**src/rtl/ctl_link_pkg.sv**
```systemverilog
package ctl_link_pkg;

    typedef enum logic [2:0] {
        S_IDLE,
        S_LEAD,
        S_SEND,
        S_COLLECT,
        S_ABORT,
        S_DONE
    } link_state_t;

    // address bits carried in the request header
    localparam int SENT_ADDR_W = 15;
    // reply status byte: marker position and fixed-zero field
    localparam int MARK_POS    = 2;
    // local status reported on any link failure
    localparam logic [1:0] LINK_ERR = 2'b11;

endpackage

```
**src/rtl/cbm_frame_builder.sv**
```systemverilog
module cbm_frame_builder #(
    parameter int DATA_W = 32,
    parameter int HDR_ADDR_W = 15
) (
    input  logic                  clk,
    input  logic                  rst,
    input  logic                  load,
    input  logic                  load_wr,
    input  logic [HDR_ADDR_W-1:0] load_addr,
    input  logic [DATA_W-1:0]     load_data,
    input  logic                  advance,
    output logic [7:0]            byte_out,
    output logic                  last_byte
);
    localparam int FRAME_W     = 1 + HDR_ADDR_W + DATA_W;
    localparam int HDR_BYTES   = (1 + HDR_ADDR_W) / 8;
    localparam int FRAME_BYTES = FRAME_W / 8;
    localparam int CNT_W       = $clog2(FRAME_BYTES + 1);

    logic [FRAME_W-1:0] shift_q;
    logic [CNT_W-1:0]   remaining_q;

    always_ff @(posedge clk) begin
        if (rst) begin
            shift_q     <= '0;
            remaining_q <= '0;
        end else if (load) begin
            shift_q     <= {load_wr, load_addr, (load_wr ? load_data : {DATA_W{1'b0}})};
            remaining_q <= load_wr ? CNT_W'(FRAME_BYTES) : CNT_W'(HDR_BYTES);
        end else if (advance) begin
            shift_q     <= {shift_q[FRAME_W-9:0], 8'h00};
            remaining_q <= remaining_q - 1'b1;
        end
    end

    assign byte_out  = shift_q[FRAME_W-1 -: 8];
    assign last_byte = (remaining_q == CNT_W'(1));

    // the controller never asks for more bytes than were framed
    a_r3_frame_not_overrun: assert property (@(posedge clk) disable iff (rst)
        advance |-> (remaining_q != '0));

endmodule

```
**src/rtl/cbm_reply_collector.sv**
```systemverilog
module cbm_reply_collector #(
    parameter int DATA_W = 32
) (
    input  logic              clk,
    input  logic              rst,
    input  logic              clear,
    input  logic              accept,
    input  logic [7:0]        byte_in,
    input  logic              expect_wr,
    output logic              final_byte,
    output logic [DATA_W-1:0] data_out,
    output logic [7:0]        status_byte
);
    localparam int REPLY_W  = DATA_W + 8;
    localparam int RD_BYTES = REPLY_W / 8;
    localparam int WR_BYTES = 1;
    localparam int CNT_W    = $clog2(RD_BYTES + 1);

    logic [REPLY_W-1:0] shift_q;
    logic [CNT_W-1:0]   cnt_q;
    logic [CNT_W-1:0]   need;

    assign need = expect_wr ? CNT_W'(WR_BYTES) : CNT_W'(RD_BYTES);

    always_ff @(posedge clk) begin
        if (rst || clear) begin
            shift_q <= '0;
            cnt_q   <= '0;
        end else if (accept) begin
            shift_q <= {shift_q[REPLY_W-9:0], byte_in};
            cnt_q   <= cnt_q + 1'b1;
        end
    end

    assign final_byte  = accept && (cnt_q == need - 1'b1);
    assign data_out    = shift_q[REPLY_W-1:8];
    assign status_byte = shift_q[7:0];

    // a reply byte is only taken while fewer than the expected count arrived
    a_r6_reply_in_bounds: assert property (@(posedge clk) disable iff (rst)
        accept |-> (cnt_q < need));

endmodule

```
**src/rtl/cbm_reply_timer.sv**
```systemverilog
module cbm_reply_timer #(
    parameter int LIMIT = 64
) (
    input  logic clk,
    input  logic rst,
    input  logic run,
    output logic expired
);
    localparam int CNT_W = $clog2(LIMIT + 1);

    logic [CNT_W-1:0] cnt_q;

    always_ff @(posedge clk) begin
        if (rst || !run) begin
            cnt_q <= '0;
        end else if (!expired) begin
            cnt_q <= cnt_q + 1'b1;
        end
    end

    assign expired = run && (cnt_q == CNT_W'(LIMIT - 1));

    // expiry only after the timer was already running the cycle before
    a_r8_expiry_follows_run: assert property (@(posedge clk) disable iff (rst)
        expired |-> $past(run));

endmodule

```
**src/rtl/ctl_byte_link_master.sv**
```systemverilog
module ctl_byte_link_master
    import ctl_link_pkg::*;
#(
    parameter int ADDR_W         = 20,
    parameter int DATA_W         = 32,
    parameter int GAP_CYCLES     = 2,
    parameter int TIMEOUT_CYCLES = 64
) (
    input  logic              clk,
    input  logic              rst,
    input  logic              req_wr,
    input  logic              req_rd,
    input  logic [ADDR_W-1:0] req_addr,
    input  logic [DATA_W-1:0] req_wdata,
    output logic              resp_ack,
    output logic [1:0]        resp_status,
    output logic [DATA_W-1:0] resp_rdata,
    output logic [7:0]        link_dout,
    output logic              link_dout_valid,
    output logic              link_dir,
    input  logic [7:0]        link_din,
    input  logic              link_din_valid
);
    localparam int STEP_W = $clog2(GAP_CYCLES + 1);

    link_state_t       state_q, state_d;
    logic [STEP_W-1:0] step_q;
    logic              txn_wr_q;
    logic              txn_err_q;

    logic              req_any;
    logic              addr_bad;
    logic              gap_done;
    logic              frame_load;
    logic [7:0]        frame_byte;
    logic              frame_last;
    logic              reply_accept;
    logic              reply_final;
    logic [DATA_W-1:0] reply_data;
    logic [7:0]        reply_status;
    logic              timer_expired;
    logic              status_ok;

    assign req_any = req_wr || req_rd;

    generate
        if (ADDR_W > SENT_ADDR_W) begin : g_hi_addr
            assign addr_bad = |req_addr[ADDR_W-1:SENT_ADDR_W];
        end else begin : g_no_hi_addr
            assign addr_bad = 1'b0;
        end
    endgenerate

    assign gap_done     = (step_q == STEP_W'(GAP_CYCLES - 1));
    assign frame_load   = (state_q == S_IDLE) && req_any && !addr_bad;
    assign reply_accept = (state_q == S_COLLECT) && link_din_valid;

    cbm_frame_builder #(
        .DATA_W     (DATA_W),
        .HDR_ADDR_W (SENT_ADDR_W)
    ) u_frame (
        .clk       (clk),
        .rst       (rst),
        .load      (frame_load),
        .load_wr   (req_wr),
        .load_addr (req_addr[SENT_ADDR_W-1:0]),
        .load_data (req_wdata),
        .advance   (state_q == S_SEND),
        .byte_out  (frame_byte),
        .last_byte (frame_last)
    );

    cbm_reply_collector #(
        .DATA_W (DATA_W)
    ) u_reply (
        .clk         (clk),
        .rst         (rst),
        .clear       (frame_load),
        .accept      (reply_accept),
        .byte_in     (link_din),
        .expect_wr   (txn_wr_q),
        .final_byte  (reply_final),
        .data_out    (reply_data),
        .status_byte (reply_status)
    );

    cbm_reply_timer #(
        .LIMIT (TIMEOUT_CYCLES)
    ) u_timer (
        .clk     (clk),
        .rst     (rst),
        .run     (state_q == S_COLLECT),
        .expired (timer_expired)
    );

    // next-state logic
    always_comb begin
        state_d = state_q;
        unique case (state_q)
            S_IDLE: begin
                if (req_any) state_d = addr_bad ? S_DONE : S_LEAD;
            end
            S_LEAD: begin
                if (gap_done) state_d = S_SEND;
            end
            S_SEND: begin
                if (frame_last) state_d = S_COLLECT;
            end
            S_COLLECT: begin
                if (reply_final)        state_d = S_DONE;
                else if (timer_expired) state_d = S_ABORT;
            end
            S_ABORT: begin
                if (gap_done) state_d = S_DONE;
            end
            S_DONE: begin
                state_d = S_IDLE;
            end
            default: state_d = S_IDLE;
        endcase
    end

    // state register and transaction context
    always_ff @(posedge clk) begin
        if (rst) begin
            state_q   <= S_IDLE;
            step_q    <= '0;
            txn_wr_q  <= 1'b0;
            txn_err_q <= 1'b0;
        end else begin
            state_q <= state_d;
            if ((state_q == S_LEAD || state_q == S_ABORT) && state_d == state_q)
                step_q <= step_q + 1'b1;
            else
                step_q <= '0;
            if (state_q == S_IDLE && req_any) begin
                txn_wr_q  <= req_wr;
                txn_err_q <= addr_bad;
            end else if (state_q == S_COLLECT && timer_expired && !reply_final) begin
                txn_err_q <= 1'b1;
            end
        end
    end

    assign status_ok = (reply_status[7:MARK_POS+1] == '0) && reply_status[MARK_POS];

    // outputs
    always_comb begin
        link_dir        = !(state_q == S_LEAD || state_q == S_SEND || state_q == S_ABORT);
        link_dout_valid = (state_q == S_SEND);
        link_dout       = (state_q == S_SEND) ? frame_byte : 8'h00;
        resp_ack        = (state_q == S_DONE);
        resp_status     = 2'b00;
        resp_rdata      = '0;
        if (state_q == S_DONE) begin
            if (!txn_err_q && status_ok) begin
                resp_status = reply_status[1:0];
                if (!txn_wr_q) resp_rdata = reply_data;
            end else begin
                resp_status = LINK_ERR;
            end
        end
    end

    // a request byte is never the first cycle with the direction low
    a_r2_lead_before_send: assert property (@(posedge clk) disable iff (rst)
        $rose(link_dout_valid) |-> $past(!link_dir));

    // the channel is handed back right after the last request byte
    a_r5_turn_after_send: assert property (@(posedge clk) disable iff (rst)
        $fell(link_dout_valid) |-> link_dir);

    // an unsendable address completes at once with the link error code
    a_r9_bad_addr_ack: assert property (@(posedge clk) disable iff (rst)
        (state_q == S_IDLE && req_any && addr_bad) |=> (resp_ack && resp_status == LINK_ERR));

    // the acknowledge never lasts two cycles
    a_r10_ack_pulse: assert property (@(posedge clk) disable iff (rst)
        resp_ack |=> !resp_ack);

endmodule

```
**config.mk**
```make
export PLATFORM = sky130hd
export DESIGN_NAME = ctl_byte_link_master
export DESIGN_NICKNAME = d
export VERILOG_FILES = /design/src/rtl/ctl_link_pkg.sv /design/src/rtl/cbm_frame_builder.sv /design/src/rtl/cbm_reply_collector.sv /design/src/rtl/cbm_reply_timer.sv /design/src/rtl/ctl_byte_link_master.sv
export SDC_FILE = /design/constraint.sdc
export NUM_CORES = 1
export LEC_CHECK = 0
export BUFFER_PORTS_ARGS = -buffer_cell sky130_fd_sc_hd__buf_4
export CORE_MARGIN = 5
export CORE_UTILIZATION = 45
export DETAILED_ROUTE_END_ITERATION = 16
export MAX_ROUTING_LAYER = met4
export PLACE_DENSITY = 0.68
export REMOVE_ABC_BUFFERS = 1
export SLEW_MARGIN = 0
export SYNTH_ARGS = -nofsm -noshare
export SYNTH_HDL_FRONTEND = slang
export SYNTH_HIERARCHICAL = 1
export SYNTH_SLANG_ARGS = --single-unit
```
**constraint.sdc**
```tcl
create_clock -name clk -period 2.77 [get_ports clk]
set_input_delay 0.4155 -clock clk [delete_from_list [all_inputs] [get_ports clk]]
set_output_delay 0.4155 -clock clk [all_outputs]
set_load 0.02 [all_outputs]
```
==> results.py <==
metrics = {
    "grt": {
        "grt_pass1_wl_um": 18800,
        "grt_max_degree": 63,
        "antenna_found_initial": 0,
        "grt_use_total": 0.164,
        "grt_pass1_vias": 3979,
        "overflow": 0,
    },
    "clocking": {
        "cts_buffers": 9,
        "postCtsSetupBuffers": 0,
        "cts_buffer_depth": 2,
        "cts-root-buf": "clkbuf_16",
        "tritoncts": "built",
        "ctsHoldBuffers": 0,
        "clk_latency_ps": 340,
        "clock_sinks": 108,
        "cts_resized": 0,
        "htree_levels": 3,
        "clkTransAtPathRegs_ps": 70,
    },
    "timing": {
        "drv_slew": 0,
        "rsz0062_at_grt": "no",
        "worst_slack_ps": 306,
        "clock.fmax_mhz": 406,
        "finalClockSkew_ps": 7.35,
        "hold_violations": 0,
        "setup_viol_count_final": 0,
        "layout_min_cycle_time_ps": 2460,
        "worst_slew_pin_slew_ps": 627,
        "slew_headroom": 0.582,
        "timing.final.crit_share": 0.890,
    },
    "detailed_routing": {
        "vias": 3921,
        "drc": 0,
        "viasPerCell": 5.21,
        "wire_per_inst_um": 14.6,
        "wirelength_um": 11000,
        "drtIter0Drc": 180,
        "dr.pass1.iters": 4,
        "ant_nets": 0,
    },
    "outcome": {
        "status": "finished clean",
    },
    "logic_synthesis": {
        "ys_warn_count": 6,
        "syn_avg_cell_area_um2": 9.84,
        "synth-async-reset-ratio": 0,
        "syn-instance-count": 528,
        "ys_seq_area_frac": 0.416,
        "synth.area.top_cells": "dfxtp_1, mux2i_1, a211oi_1",
        "synth-main-ff-cell": "dfxtp_1",
        "netlist_area_um2": 5190,
        "yosysTopAreaCellShare": 0.416,
        "synth_area_leader_cell": "dfxtp_1",
        "synth-edff-count": 0,
        "synthDistinctLibCells": 51,
        "ys_ff_latch": 108,
    },
    "hold_path": {
        "min_path_type": "input pin to flop",
        "hold_depth": 3,
        "hold_path.startpoint": "link_din[1]",
        "hold_end": "u_reply/shift_q[1]$_SDFFE_PP0P_",
    },
    "floorplan": {
        "start_util": 0.457,
        "die_x_um": 117,
        "coreArea_um2": 11400,
        "pin_count": 110,
        "die_height_um": 117,
        "rows": 39,
        "die_area_um2": 13800,
    },
    "placed_design": {
        "dp_slack_ps": 546,
        "dp_cells": 736,
        "io_buffers": 109,
        "gp_congestion": 0.752,
        "dp_hpwl_um": 7410,
    },
    "critical_path": {
        "worstSetupPathType": "flop to primary output",
        "critPathMaxStageDelay_ps": 610,
        "arrival_ps": 2050,
        "regToRegStartpoint": "state_q[0]$_SDFF_PP0_",
        "r2r_end": "u_frame/shift_q[7]$_SDFFE_PP0P_",
        "crit_path_start_kind": "flop",
        "path_cells": "and3b_2 > and4_4 > and2_1 > buf_4",
        "cpMaxStageDelayCell": "dfxtp_1",
        "crit_required_ps": 2350,
        "rr_worst_depth": 6,
        "crit_path_end_kind": "primary output",
        "crit_fanout": 32,
        "reg2reg_slack_ps": 690,
    },
    "finish": {
        "fill_cells": 1068,
        "final_cells": 752,
        "diodes": 0,
        "area_growth_pct": 19.2,
        "layout_commonest_cell": "buf_4",
        "drive_gt1_frac": 0.236,
        "layout_common_cells": "buf_4, dfxtp_1, mux2i_1, nor2_1",
        "final_core_util": 0.545,
        "final_nets": 675,
    },
    "pwr": {
        "ir_worst_vdd_v": 0.000318,
        "powerDensity_nw_per_um2": 515,
        "p_leak_nw": 2.27,
    },
    "flow_run": {
        "maxCapViolCount": 0,
    },
}
[cell type report]
cell class              count  area (um^2)  area share
repair buffers            116          896       0.145
clock buffers              12          256      0.0414
inverters                  10         37.5     0.00606
clock inverters             4         47.5     0.00768
multi-input cells         359         2610       0.422
flip-flops and latches    108         2160       0.349
well taps                 143          179      0.0289
[worst max-delay path, delay by kind of cell (launching register included)]
kind                   cells  cell delay (ps)
and+or+nand+nor            3              940
DFF                        1              610
buffers and inverters      1              150
[synthesized netlist by cell type (6+ instances only)]
cell	n
a211oi_1	41
mux2i_1	81
and2_1	42
a31oi_1	6
nand2_1	6
dfxtp_1	108
nor2b_1	19
ha_1	6
nand3_1	12
clkbuf_1	16
a21oi_1	17
nor2_1	45
buf_6	21
a21boi_0	24
inv_1	10
or3b_1	8
buf_4	9
[report_power, final]
group	leakage [nW]	switching [mW]	internal [mW]
Sequential	0.872	0.0325	1.58
Combinational	1.25	0.139	0.142
Clock	0.149	0.547	0.748
Total	2.27	0.718	2.47
[routing by layer]
| layer | up-vias | GRT usage | wire length [um] |
|---|---|---|---|
| li1 | 2003 | - | - |
| met1 | 1803 | 0.214 | 5230 |
| met2 | 104 | 0.247 | 4830 |
| met3 | 11 | 0.0496 | 793 |
| met4 | 0 | 0.0435 | 130 |
| met5 | - | - | 0 |
[stage by stage]
step	area [um^2]	power (mW)	hold WS, ps	setup TNS [ps]
after floorplan	4800	1.79	397	-89950
after global placement	5890	1.93	406	0
after detailed placement	5890	1.93	414	0
after CTS	6190	3.23	301	0
after global routing	6190	3.33	322	0
final	6190	3.19	317	0
[worst max path at each step]
stage | from | end | slack (ps) | cells after the start
after detailed placement | req_addr[15] | u_frame/shift_q[25]$_SDFFE_PP0P_ | 550 | 7
after CTS | state_q[0]$_SDFF_PP0_ | resp_rdata[21] | 280 | 4
after global routing | state_q[0]$_SDFF_PP0_ | resp_rdata[4] | 160 | 4
final | state_q[0]$_SDFF_PP0_ | resp_rdata[21] | 310 | 4
after floorplan | state_q[1]$_SDFF_PP0_ | link_dout[0] | -1570 | 3
after global placement | req_addr[15] | u_frame/remaining_q[2]$_SDFFE_PP0P_ | 580 | 7
[state kept, by name, indices dropped and copies added (netlist names)]
signal / flops
state_q: 3
u_timer/cnt_q: 7
u_frame/shift_q: 48
txn_err_q: 1
u_reply/shift_q: 40
u_reply/cnt_q: 3
txn_wr_q: 1
step_q: 2
u_frame/remaining_q: 3
[kinds of logic (layout without fill, tap and decap cells)]
family / after synthesis / in the layout / share of synthesized area
and+or+nand+nor: 162 / 162 / 0.179
DFF: 108 / 108 / 0.416
AOI/OAI and AO/OA: 105 / 105 / 0.143
muxes: 81 / 81 / 0.156
buffers and inverters: 61 / 142 / 0.0821
adders and majority gates: 6 / 6 / 0.0145
xor gates and xnor gates: 5 / 5 / 0.00843
(Power assumes the default switching activity.)
